<file path="src/rtl/gf_tower_pkg.sv">
package gf_tower_pkg;
  localparam int          GFT_SUB_W    = 6;
  localparam logic [6:0]  GFT_SUB_POLY = 7'h43;
  localparam logic [5:0]  GFT_EXT_K    = 6'h21;
  localparam logic [11:0] GFT_STEP_K   = 12'hE01;
endpackage

</file>
<file path="src/rtl/gf_sub_mul.sv">
module gf_sub_mul #(
  parameter int             SUB_W    = 6,
  parameter logic [SUB_W:0] SUB_POLY = 7'h43
) (
  input  logic [SUB_W-1:0] x,
  input  logic [SUB_W-1:0] y,
  output logic [SUB_W-1:0] p
);
  function automatic logic [SUB_W-1:0] shift_add_mul(input logic [SUB_W-1:0] u,
                                                     input logic [SUB_W-1:0] v);
    logic [SUB_W-1:0] acc;
    logic [SUB_W-1:0] us;
    logic [SUB_W:0]   vs;
    acc = '0;
    us  = u;
    vs  = {1'b0, v};
    for (int i = 0; i < SUB_W; i++) begin
      if (us[0]) acc = acc ^ vs[SUB_W-1:0];
      us = us >> 1;
      vs = vs << 1;
      if (vs[SUB_W]) vs = vs ^ SUB_POLY;
    end
    return acc;
  endfunction

  assign p = shift_add_mul(x, y);

  always_comb begin

    if (x == SUB_W'(1)) begin
      sub_identity_chk: assert (p == y);
    end
  end
endmodule

</file>
<file path="src/rtl/gf_tower_core.sv">
module gf_tower_core #(
  parameter int             SUB_W    = 6,
  parameter logic [SUB_W:0] SUB_POLY = 7'h43,
  parameter logic [SUB_W-1:0] EXT_K  = 6'h21,
  localparam int            EL_W     = 2 * SUB_W
) (
  input  logic [EL_W-1:0] a,
  input  logic [EL_W-1:0] b,
  output logic [EL_W-1:0] p
);
  logic [SUB_W-1:0] a_hi, a_lo, b_hi, b_lo;
  logic [SUB_W-1:0] sum_a, sum_b;
  logic [SUB_W-1:0] t_cross, t_low, t_high, t_high_k;
  logic [SUB_W-1:0] hi_out, lo_out;

  assign {a_hi, a_lo} = a;
  assign {b_hi, b_lo} = b;
  assign sum_a = a_hi ^ a_lo;
  assign sum_b = b_hi ^ b_lo;

  gf_sub_mul #(.SUB_W(SUB_W), .SUB_POLY(SUB_POLY)) u_cross (.x(sum_a), .y(sum_b), .p(t_cross));
  gf_sub_mul #(.SUB_W(SUB_W), .SUB_POLY(SUB_POLY)) u_low   (.x(a_lo),  .y(b_lo),  .p(t_low));
  gf_sub_mul #(.SUB_W(SUB_W), .SUB_POLY(SUB_POLY)) u_high  (.x(a_hi),  .y(b_hi),  .p(t_high));
  gf_sub_mul #(.SUB_W(SUB_W), .SUB_POLY(SUB_POLY)) u_fold  (.x(t_high), .y(EXT_K), .p(t_high_k));

  assign hi_out = t_cross ^ t_low;
  assign lo_out = t_high_k ^ t_low;
  assign p = {hi_out, lo_out};

  always_comb begin

    if (a_hi == '0 && b_hi == '0) begin
      sub_only_chk: assert (hi_out == '0 && lo_out == t_cross);
    end
  end
endmodule

</file>
<file path="src/rtl/gf4096_tower_mul.sv">
module gf4096_tower_mul
  import gf_tower_pkg::*;
#(
  parameter int    OUT_REG = 1,
  parameter int    SUB_W   = GFT_SUB_W,
  parameter logic [SUB_W:0]     SUB_POLY = GFT_SUB_POLY,
  parameter logic [SUB_W-1:0]   EXT_K    = GFT_EXT_K,
  parameter logic [2*SUB_W-1:0] STEP_K   = GFT_STEP_K,
  localparam int   EL_W    = 2 * SUB_W
) (
  input  logic            clk,
  input  logic            rst_n,
  input  logic            in_valid,
  input  logic            step_mode,
  input  logic [EL_W-1:0] op_a,
  input  logic [EL_W-1:0] op_b,
  output logic            out_valid,
  output logic [EL_W-1:0] product
);
  logic [EL_W-1:0] b_eff;
  logic [EL_W-1:0] core_p;
  logic            step_zero;
  logic [EL_W-1:0] result;

  assign b_eff     = step_mode ? STEP_K : op_b;
  assign step_zero = step_mode && (op_a == '0);

  gf_tower_core #(.SUB_W(SUB_W), .SUB_POLY(SUB_POLY), .EXT_K(EXT_K)) u_core (
    .a(op_a), .b(b_eff), .p(core_p)
  );

  assign result = step_zero ? EL_W'(1) : core_p;

  generate
    if (OUT_REG != 0) begin : g_reg
      logic            v_q;
      logic [EL_W-1:0] p_q;
      always_ff @(posedge clk or negedge rst_n) begin
        if (!rst_n) begin
          v_q <= 1'b0;
          p_q <= '0;
        end else begin
          v_q <= in_valid;
          if (in_valid) p_q <= result;
        end
      end
      assign out_valid = v_q;
      assign product   = p_q;


      valid_follow_chk: assert property (@(posedge clk) disable iff (!rst_n)
        in_valid |=> out_valid);

      hold_chk: assert property (@(posedge clk) disable iff (!rst_n)
        !in_valid |=> (!out_valid && $stable(product)));

      step_zero_chk: assert property (@(posedge clk) disable iff (!rst_n)
        (in_valid && step_mode && op_a == '0) |=> (product == EL_W'(1)));

      zero_operand_chk: assert property (@(posedge clk) disable iff (!rst_n)
        (in_valid && !step_mode && (op_a == '0 || op_b == '0)) |=> (product == '0));

      identity_chk: assert property (@(posedge clk) disable iff (!rst_n)
        (in_valid && !step_mode && op_b == EL_W'(1)) |=> (product == $past(op_a)));
    end else begin : g_comb
      assign out_valid = in_valid;
      assign product   = result;
    end
  endgenerate
endmodule

</file>
<file path="config.mk">
export PLATFORM = sky130hd
export DESIGN_NAME = gf4096_tower_mul
export DESIGN_NICKNAME = d
export VERILOG_FILES = /design/src/rtl/gf_tower_pkg.sv /design/src/rtl/gf_sub_mul.sv /design/src/rtl/gf_tower_core.sv /design/src/rtl/gf4096_tower_mul.sv
export SDC_FILE = /design/constraint.sdc
export NUM_CORES = 1
export LEC_CHECK = 0
export ABC_AREA = 1
export BUFFER_PORTS_ARGS = -buffer_cell sky130_fd_sc_hd__buf_4
export CAP_MARGIN = 10
export CELL_PAD_IN_SITES_DETAIL_PLACEMENT = 1
export CELL_PAD_IN_SITES_GLOBAL_PLACEMENT = 1
export CORE_UTILIZATION = 30
export DETAILED_ROUTE_END_ITERATION = 12
export PLACE_DENSITY = 0.76
export SLEW_MARGIN = 30
export SYNTH_ARGS = -nofsm -noshare
export SYNTH_HDL_FRONTEND = slang
export SYNTH_HIERARCHICAL = 1
export SYNTH_SLANG_ARGS = --single-unit
</file>
<file path="constraint.sdc">
create_clock -name clk -period 0.8 [get_ports clk]
set_input_delay 0.12 -clock clk [delete_from_list [all_inputs] [get_ports clk]]
set_output_delay 0.12 -clock clk [all_outputs]
set_load 0.005 [all_outputs]
</file>
**After elaboration in Yosys (flattened, before gate mapping)**

Cells that the tools add are included.

- Memory bits (read-only): 0
- Output and inout bits: 13
- Input port bits: 28
- Bits in latches: 0
- Register bits: 13
- Memories kept: 0
- Word-level logic and storage cells: 84
- RAM bits: 0

- Shift operators: 0
- Mux-type cells: 41
- Multiply operators: 0
- Equality and inequality tests: 0
- $lt $le $gt $ge: 0
- Bitwise logic cells: 39
- Add/subtract/negate cells: 0
- Reductions and logical operators: 2
- Div/mod/pow operators: 0

Operator list:

| operator | count |
|---|---|
| $mux W6 | 19 |
| $xor A6 B6 Y6 | 19 |
| $mux W2 | 16 |
| $not A2 Y2 | 15 |
| $mux W12 | 2 |
| $logic_not A12 Y1 | 1 |
| $mux W5 | 1 |
| $not A1 Y1 | 5 |
| $mux W4 | 1 |
| $mux W3 | 1 |
| $logic_and A1 B1 Y1 | 1 |
| $mux W1 | 1 |

**Depth between registers and ports, before layout**

- Depth in word-level cells: 22
- Depth in mapped cells: 28
- Mapped depth without buffers: 27

**Modules after synthesis**

Netlist, hierarchy kept.

Modules (own cells, without submodules):

| module | instances | cells each | sequential area each (um2) | area each (um2) |
|---|---|---|---|---|
| gf_sub_mul (u_core.u_fold ...) | 3 | 150 | 0.0 | 721.9 |
| gf_sub_mul (u_core.u_cross) | 1 | 158 | 0.0 | 774.5 |
| gf4096_tower_mul | 1 | 109 | 325.3 | 721.9 |
| gf_tower_core | 1 | 116 | 0.0 | 435.4 |

**Worst setup path after synthesis**

OpenSTA, ideal clock, no wires.

- Path type: input-to-reg
- Start: input port step_mode
- End: register g_reg.p_q[0] (netlist: product[0])
- Buffers on the path: 3
- Data arrival time: 2.316 ns
- Stages on the path: 23
- Library setup time: 0.125 ns
- Slack: -1.641 ns
- Cells stage by stage: clkbuf_1 or2_2 buf_6 nand2_1 nand3_1 inv_1 nand2_1 nand2_1 nand2_1 nand2_1 nand2_1 nand2_1 buf_2 nand2_1 xnor2_2 xnor2_1 nand2_1 nand2_1 inv_1 nand2_1 nand2_1 nor2_1 a21oi_4

- Elaborated cells on any way between the ends: 48

RTL lines:

| element | line | source |
|---|---|---|
| start: declaration | gf4096_tower_mul.sv:14 | `input logic step_mode,` |
| $mux W12 * | gf4096_tower_mul.sv:25 | `assign b_eff = step_mode ? STEP_K : op_b;` |
| via b_eff[9] | gf4096_tower_mul.sv:20 | `logic [EL_W-1:0] b_eff;` |
| $mux W2 * | gf_sub_mul.sv:21 | `if (vs[SUB_W]) vs = vs ^ SUB_POLY;` |
| $xor A6 B6 Y6 or $not A2 Y2 (tied branches) | n/a |  |
| $mux W6 or $mux W2 (tied branches) | gf_sub_mul.sv:18, gf_sub_mul.sv:21 |  |
| $xor A6 B6 Y6 | gf_sub_mul.sv:18 | `if (us[0]) acc = acc ^ vs[SUB_W-1:0];` |
| $mux W6 * | gf_sub_mul.sv:18 |  |
| $xor A6 B6 Y6 | gf_sub_mul.sv:18 |  |
| (+1 left out) | n/a |  |
| via u_core.t_high[1] | gf_tower_core.sv:13 | `logic [SUB_W-1:0] t_cross, t_low, t_high, t_high_k;` |
| (+1 left out) | n/a |  |
| $mux W2 * | gf_sub_mul.sv:18 |  |
| $mux W3 * | gf_sub_mul.sv:18 |  |
| $mux W4 * | gf_sub_mul.sv:18 |  |
| $mux W5 * | gf_sub_mul.sv:18 |  |
| via u_core.t_high_k[0] | gf_tower_core.sv:13 |  |
| $xor A6 B6 Y6 * | gf_tower_core.sv:27 | `assign lo_out = t_high_k ^ t_low;` |
| via core_p[0] | gf4096_tower_mul.sv:21 | `logic [EL_W-1:0] core_p;` |
| $mux W12 * | gf4096_tower_mul.sv:32 | `assign result = step_zero ? EL_W'(1) : core_p;` |
| end signal: assignment | gf4096_tower_mul.sv:44 | `if (in_valid) p_q <= result;` |
| end: declaration | gf4096_tower_mul.sv:37 | `logic [EL_W-1:0] p_q;` |

The timed path passes the listed nets; every way through them passes the cells marked *.
A chain may end at the register's enable or synchronous reset.

**Final worst setup path**

- Start: input port step_mode
- End: register g_reg.p_q[0] (netlist: product[0])

- Elaborated cells on any way between the ends: 48

RTL lines:

| element | line |
|---|---|
| $mux W12 * | gf4096_tower_mul.sv:25 |
| via b_eff[11] | gf4096_tower_mul.sv:20 |
| $mux W2 * | gf_sub_mul.sv:21 |
| $xor A6 B6 Y6 or $not A2 Y2 (tied branches) | n/a |
| $mux W6 or $mux W2 (tied branches) | gf_sub_mul.sv:18, gf_sub_mul.sv:21 |
| $xor A6 B6 Y6 | gf_sub_mul.sv:18 |
| $mux W6 * | gf_sub_mul.sv:18 |
| $xor A6 B6 Y6 | gf_sub_mul.sv:18 |
| (+5 left out) | n/a |
| via u_core.t_high[1] | gf_tower_core.sv:13 |
| (+1 left out) | n/a |
| $mux W2 * | gf_sub_mul.sv:18 |
| $mux W3 * | gf_sub_mul.sv:18 |
| $mux W4 * | gf_sub_mul.sv:18 |
| $mux W5 * | gf_sub_mul.sv:18 |
| via u_core.t_high_k[0] | gf_tower_core.sv:13 |
| $xor A6 B6 Y6 * | gf_tower_core.sv:27 |
| via core_p[0] | gf4096_tower_mul.sv:21 |
| $mux W12 * | gf4096_tower_mul.sv:32 |

Marked as above.

==> run summary <==
* most frequently used cell type in the post-synthesis netlist: sky130_fd_sc_hd__nand2_1
* number of enable-type register cells in the synthesized netlist: 0
* beginning of the worst register-to-register path: product[3]
* distinct cell type count after synthesis: 25
* post-synth design cell area: 4100 µm²
* worst slack at placement: -1.51 ns
* FFs w/ async S/R, synth: 100%
* clock buffers created by TritonCTS: 3
* gr usage total: 19.7%
* number of standard cells after synthesis: 833
* number of pins exceeding their max-slew limit in the final report: 0
* final worst-path cycle share: 259%
* Die Y: 119 µm
* post-placement cell count: 1108
* RSZ-0062 raised after global routing: true
* Layout Cell Area excl Fill: 6090 µm²
* delay contributed by the slowest stage of the critical path: 0.30 ns
* DR WL/cell: 12.8 µm
* master of the slowest instance on the critical path: sky130_fd_sc_hd__or2_4
* combined buffer and inverter count along the critical path: 4
* run status: complete, but fails checks
* number of diodes added for antenna fixing: 0
* highest attainable clock frequency: 0.482 GHz
* violations in the final reports: setup timing
* post-placement cell area: 5210 µm²
* setup TNS: -14.95 ns
* Die Footprint: 14100 µm²
* number of DRC markers in iteration 0: 136
* Routed WL: 14500 µm
* sequential area share after synthesis: 7.94%
* share of the synthesized area in the top cell type: 38.3%
* clock sinks: 13
* number of maximum-capacitance violations: 0
* launch instance of the worst min-delay path: in_valid
* initial antenna violation count: 0
* count of input and output buffers: 40
* worst setup path startpoint: step_mode
* Synth-to-Final Area Change: 48.6%
* cell row count: 42
* clock-pin slew on the worst setup and hold paths: 0.05 ns
* Die X: 119 µm
* CTS H-Tree Depth: 1
* Critical Path Most Common Cell: sky130_fd_sc_hd__nand2_1
* static leakage: 3.67 nW
* final setup margin: -1.27 ns
* vias in the first global route: 5128
* first-pass GRT wire length: 23000 µm
* Clock Root Buffer: sky130_fd_sc_hd__clkbuf_16
* count of yosys warnings during synthesis: 6
* top area cells in the synthesized netlist: sky130_fd_sc_hd__nand2_1 38%, sky130_fd_sc_hd__inv_1 12%, sky130_fd_sc_hd__nand3_1 8.7%
* category of the worst setup path capture point: flip-flop
* TritonCTS clock tree: built
* Final Total Pwr: 8.66 mW
* worst min path class: in -> reg
* share of final-layout standard cells stronger than drive strength 1: 31.1%
* DRC violations left: 0
* clock skew: 0 ns
* crit path cell chain: buf_12, or2_4, buf_6, nand2_4, buf_4, nand3_1, nand2_1, nand2_1, nand2_1, nand3_1, nand2_2, nand2_4, xnor2_2, xnor2_1, nand2_1, nand2_2, inv_1, nand2_1, nand2_1, nor2_2, a21oi_4
* RD Place Congestion: 0.834
* first-pass iteration count of the detailed router: 4
* Final nets: 991
* required time of the critical path: 0.93 ns
* source-to-sink clock delay at the later pin of the worst-skew pair: 0.25 ns
* Pwr per Cell Area: 1420 nW/µm²
* DRT antenna net count: 0
* classification of the worst setup path: in -> reg
* dominant synthesized flop cell: sky130_fd_sc_hd__dfrtp_1
* largest fanout of any net on the critical path: 7
* residual overflow from global routing: 0
* synth cell count leaders: 418 x sky130_fd_sc_hd__nand2_1, 134 x sky130_fd_sc_hd__inv_1, 71 x sky130_fd_sc_hd__nand3_1, 45 x sky130_fd_sc_hd__nor2_1, 37 x sky130_fd_sc_hd__xnor2_1
* worst-case clock buffer depth: 2
* Placeable Area: 13300 µm²
* DR vias/cell: 4.54
* post-route insts no fill: 1138
* hold violation count in the final report: 0
* Crit path arrival time: 2.20 ns
* Avg Cell Area, Syn: 4.92 µm²
* Max rail drop VDD: 0.000578 V
* most area-hungry cell type in the Yosys netlist: sky130_fd_sc_hd__nand2_1
* gate family responsible for the most delay along the worst path: simple AND/OR/NAND/NOR gates
* final worst path period need: 2.07 ns
* DR vias: 5166
* DPL Wire Length: 10900 µm
* total setup violations reported at the end of the flow: 25
* crit path launch type: primary input
* Initial Utilization: 30.8%
* top-level I/O count: 41
* post-synthesis sequential element count: 13
* largest net degree at the start of global routing: 15
-- final cells by class --
cell class / count / area, µm²
clock buffers: 3 / 75.1
clock inverters: 1 / 5.00
fillers: 1876 / 7200
inverters: 146 / 563
multi-input cells: 671 / 3810
flip-flops and latches: 13 / 325
well taps: 176 / 220
repair buffers: 128 / 1090
-- layer usage --
metal  global-route usage [%]  routed length, µm
met3                    0.718                353
met4                     4.03                282
met5                        0                  0
met2                     38.3               7630
met1                     23.8               6240
-- cells in the final DEF (no fill, tap or decap), types with 4 or more instances in the layout --
master,netlist,routed
sky130_fd_sc_hd__nand3_1,71,52
sky130_fd_sc_hd__inv_1,134,125
sky130_fd_sc_hd__xor2_2,0,4
sky130_fd_sc_hd__nor2_4,0,5
sky130_fd_sc_hd__buf_4,4,104
sky130_fd_sc_hd__xnor2_1,37,31
sky130_fd_sc_hd__nor2_1,45,34
sky130_fd_sc_hd__buf_6,4,18
sky130_fd_sc_hd__dfrtp_1,13,13
sky130_fd_sc_hd__or2_4,0,4
sky130_fd_sc_hd__nand2_1,418,350
sky130_fd_sc_hd__buf_12,0,5
sky130_fd_sc_hd__nand2_4,1,22
sky130_fd_sc_hd__xnor2_2,4,7
sky130_fd_sc_hd__inv_2,12,17
sky130_fd_sc_hd__xor2_1,36,30
sky130_fd_sc_hd__nand3_2,4,19
sky130_fd_sc_hd__nand2_2,21,65
sky130_fd_sc_hd__nand3_4,0,4
sky130_fd_sc_hd__nor2_2,1,7
sky130_fd_sc_hd__conb_1,2,19
-- stage by stage --
stage | util (%) | hold WS, ns
after floorplan | - | -0.176
after global placement | 39.2 | -0.0283
after detailed placement | 39.2 | -0.0261
after CTS | 42.0 | 0.0978
after global routing | 45.8 | 0.0972
final | 45.8 | 0.0975
-- timing repair --
item                                    in CTS  in global routing
endpoints found under the setup margin      25                 25
hold endpoints to repair                    13                  0
resized for setup                           67                 92
pin swaps                                   37                 68
hold buffers                                 1                  0
buffers inserted                             8                 17
-- logic make-up (layout without fill, tap and decap cells) --
logic type	after synthesis	count (layout)	share of synthesized area, %
and+or+nand+nor	570	570	57.2
buffers and inverters	166	278	16.6
xor gates and xnor gates	77	77	17.2
DFF	13	13	7.94
AOI/OAI and AO/OA	5	5	0.885
other	2	19	0.183
-- state kept, by name (all words and copies together), names as in the netlist --
register	cells
out_valid	1
product	12
-- worst paths after layout --
check,endpoint,slack [ns],cells after the start
hold reg to reg,product[7],0.51,2
max in group asynchronous,product[1],0.34,2
setup reg to reg,product[3],0.03,3
min in group asynchronous,product[11],0.29,2
hold / removal,out_valid,0.1,1
setup / recovery,product[0],-1.27,21
-- report_power, final --
| group | switching [mW] | internal (mW) | total [mW] |
|---|---|---|---|
| clock | 0.293 | 0.666 | 0.959 |
| sequential | 0.197 | 0.902 | 1.10 |
| combinational | 3.63 | 2.97 | 6.60 |
Note: power is estimated with default switching activity, not from simulation.
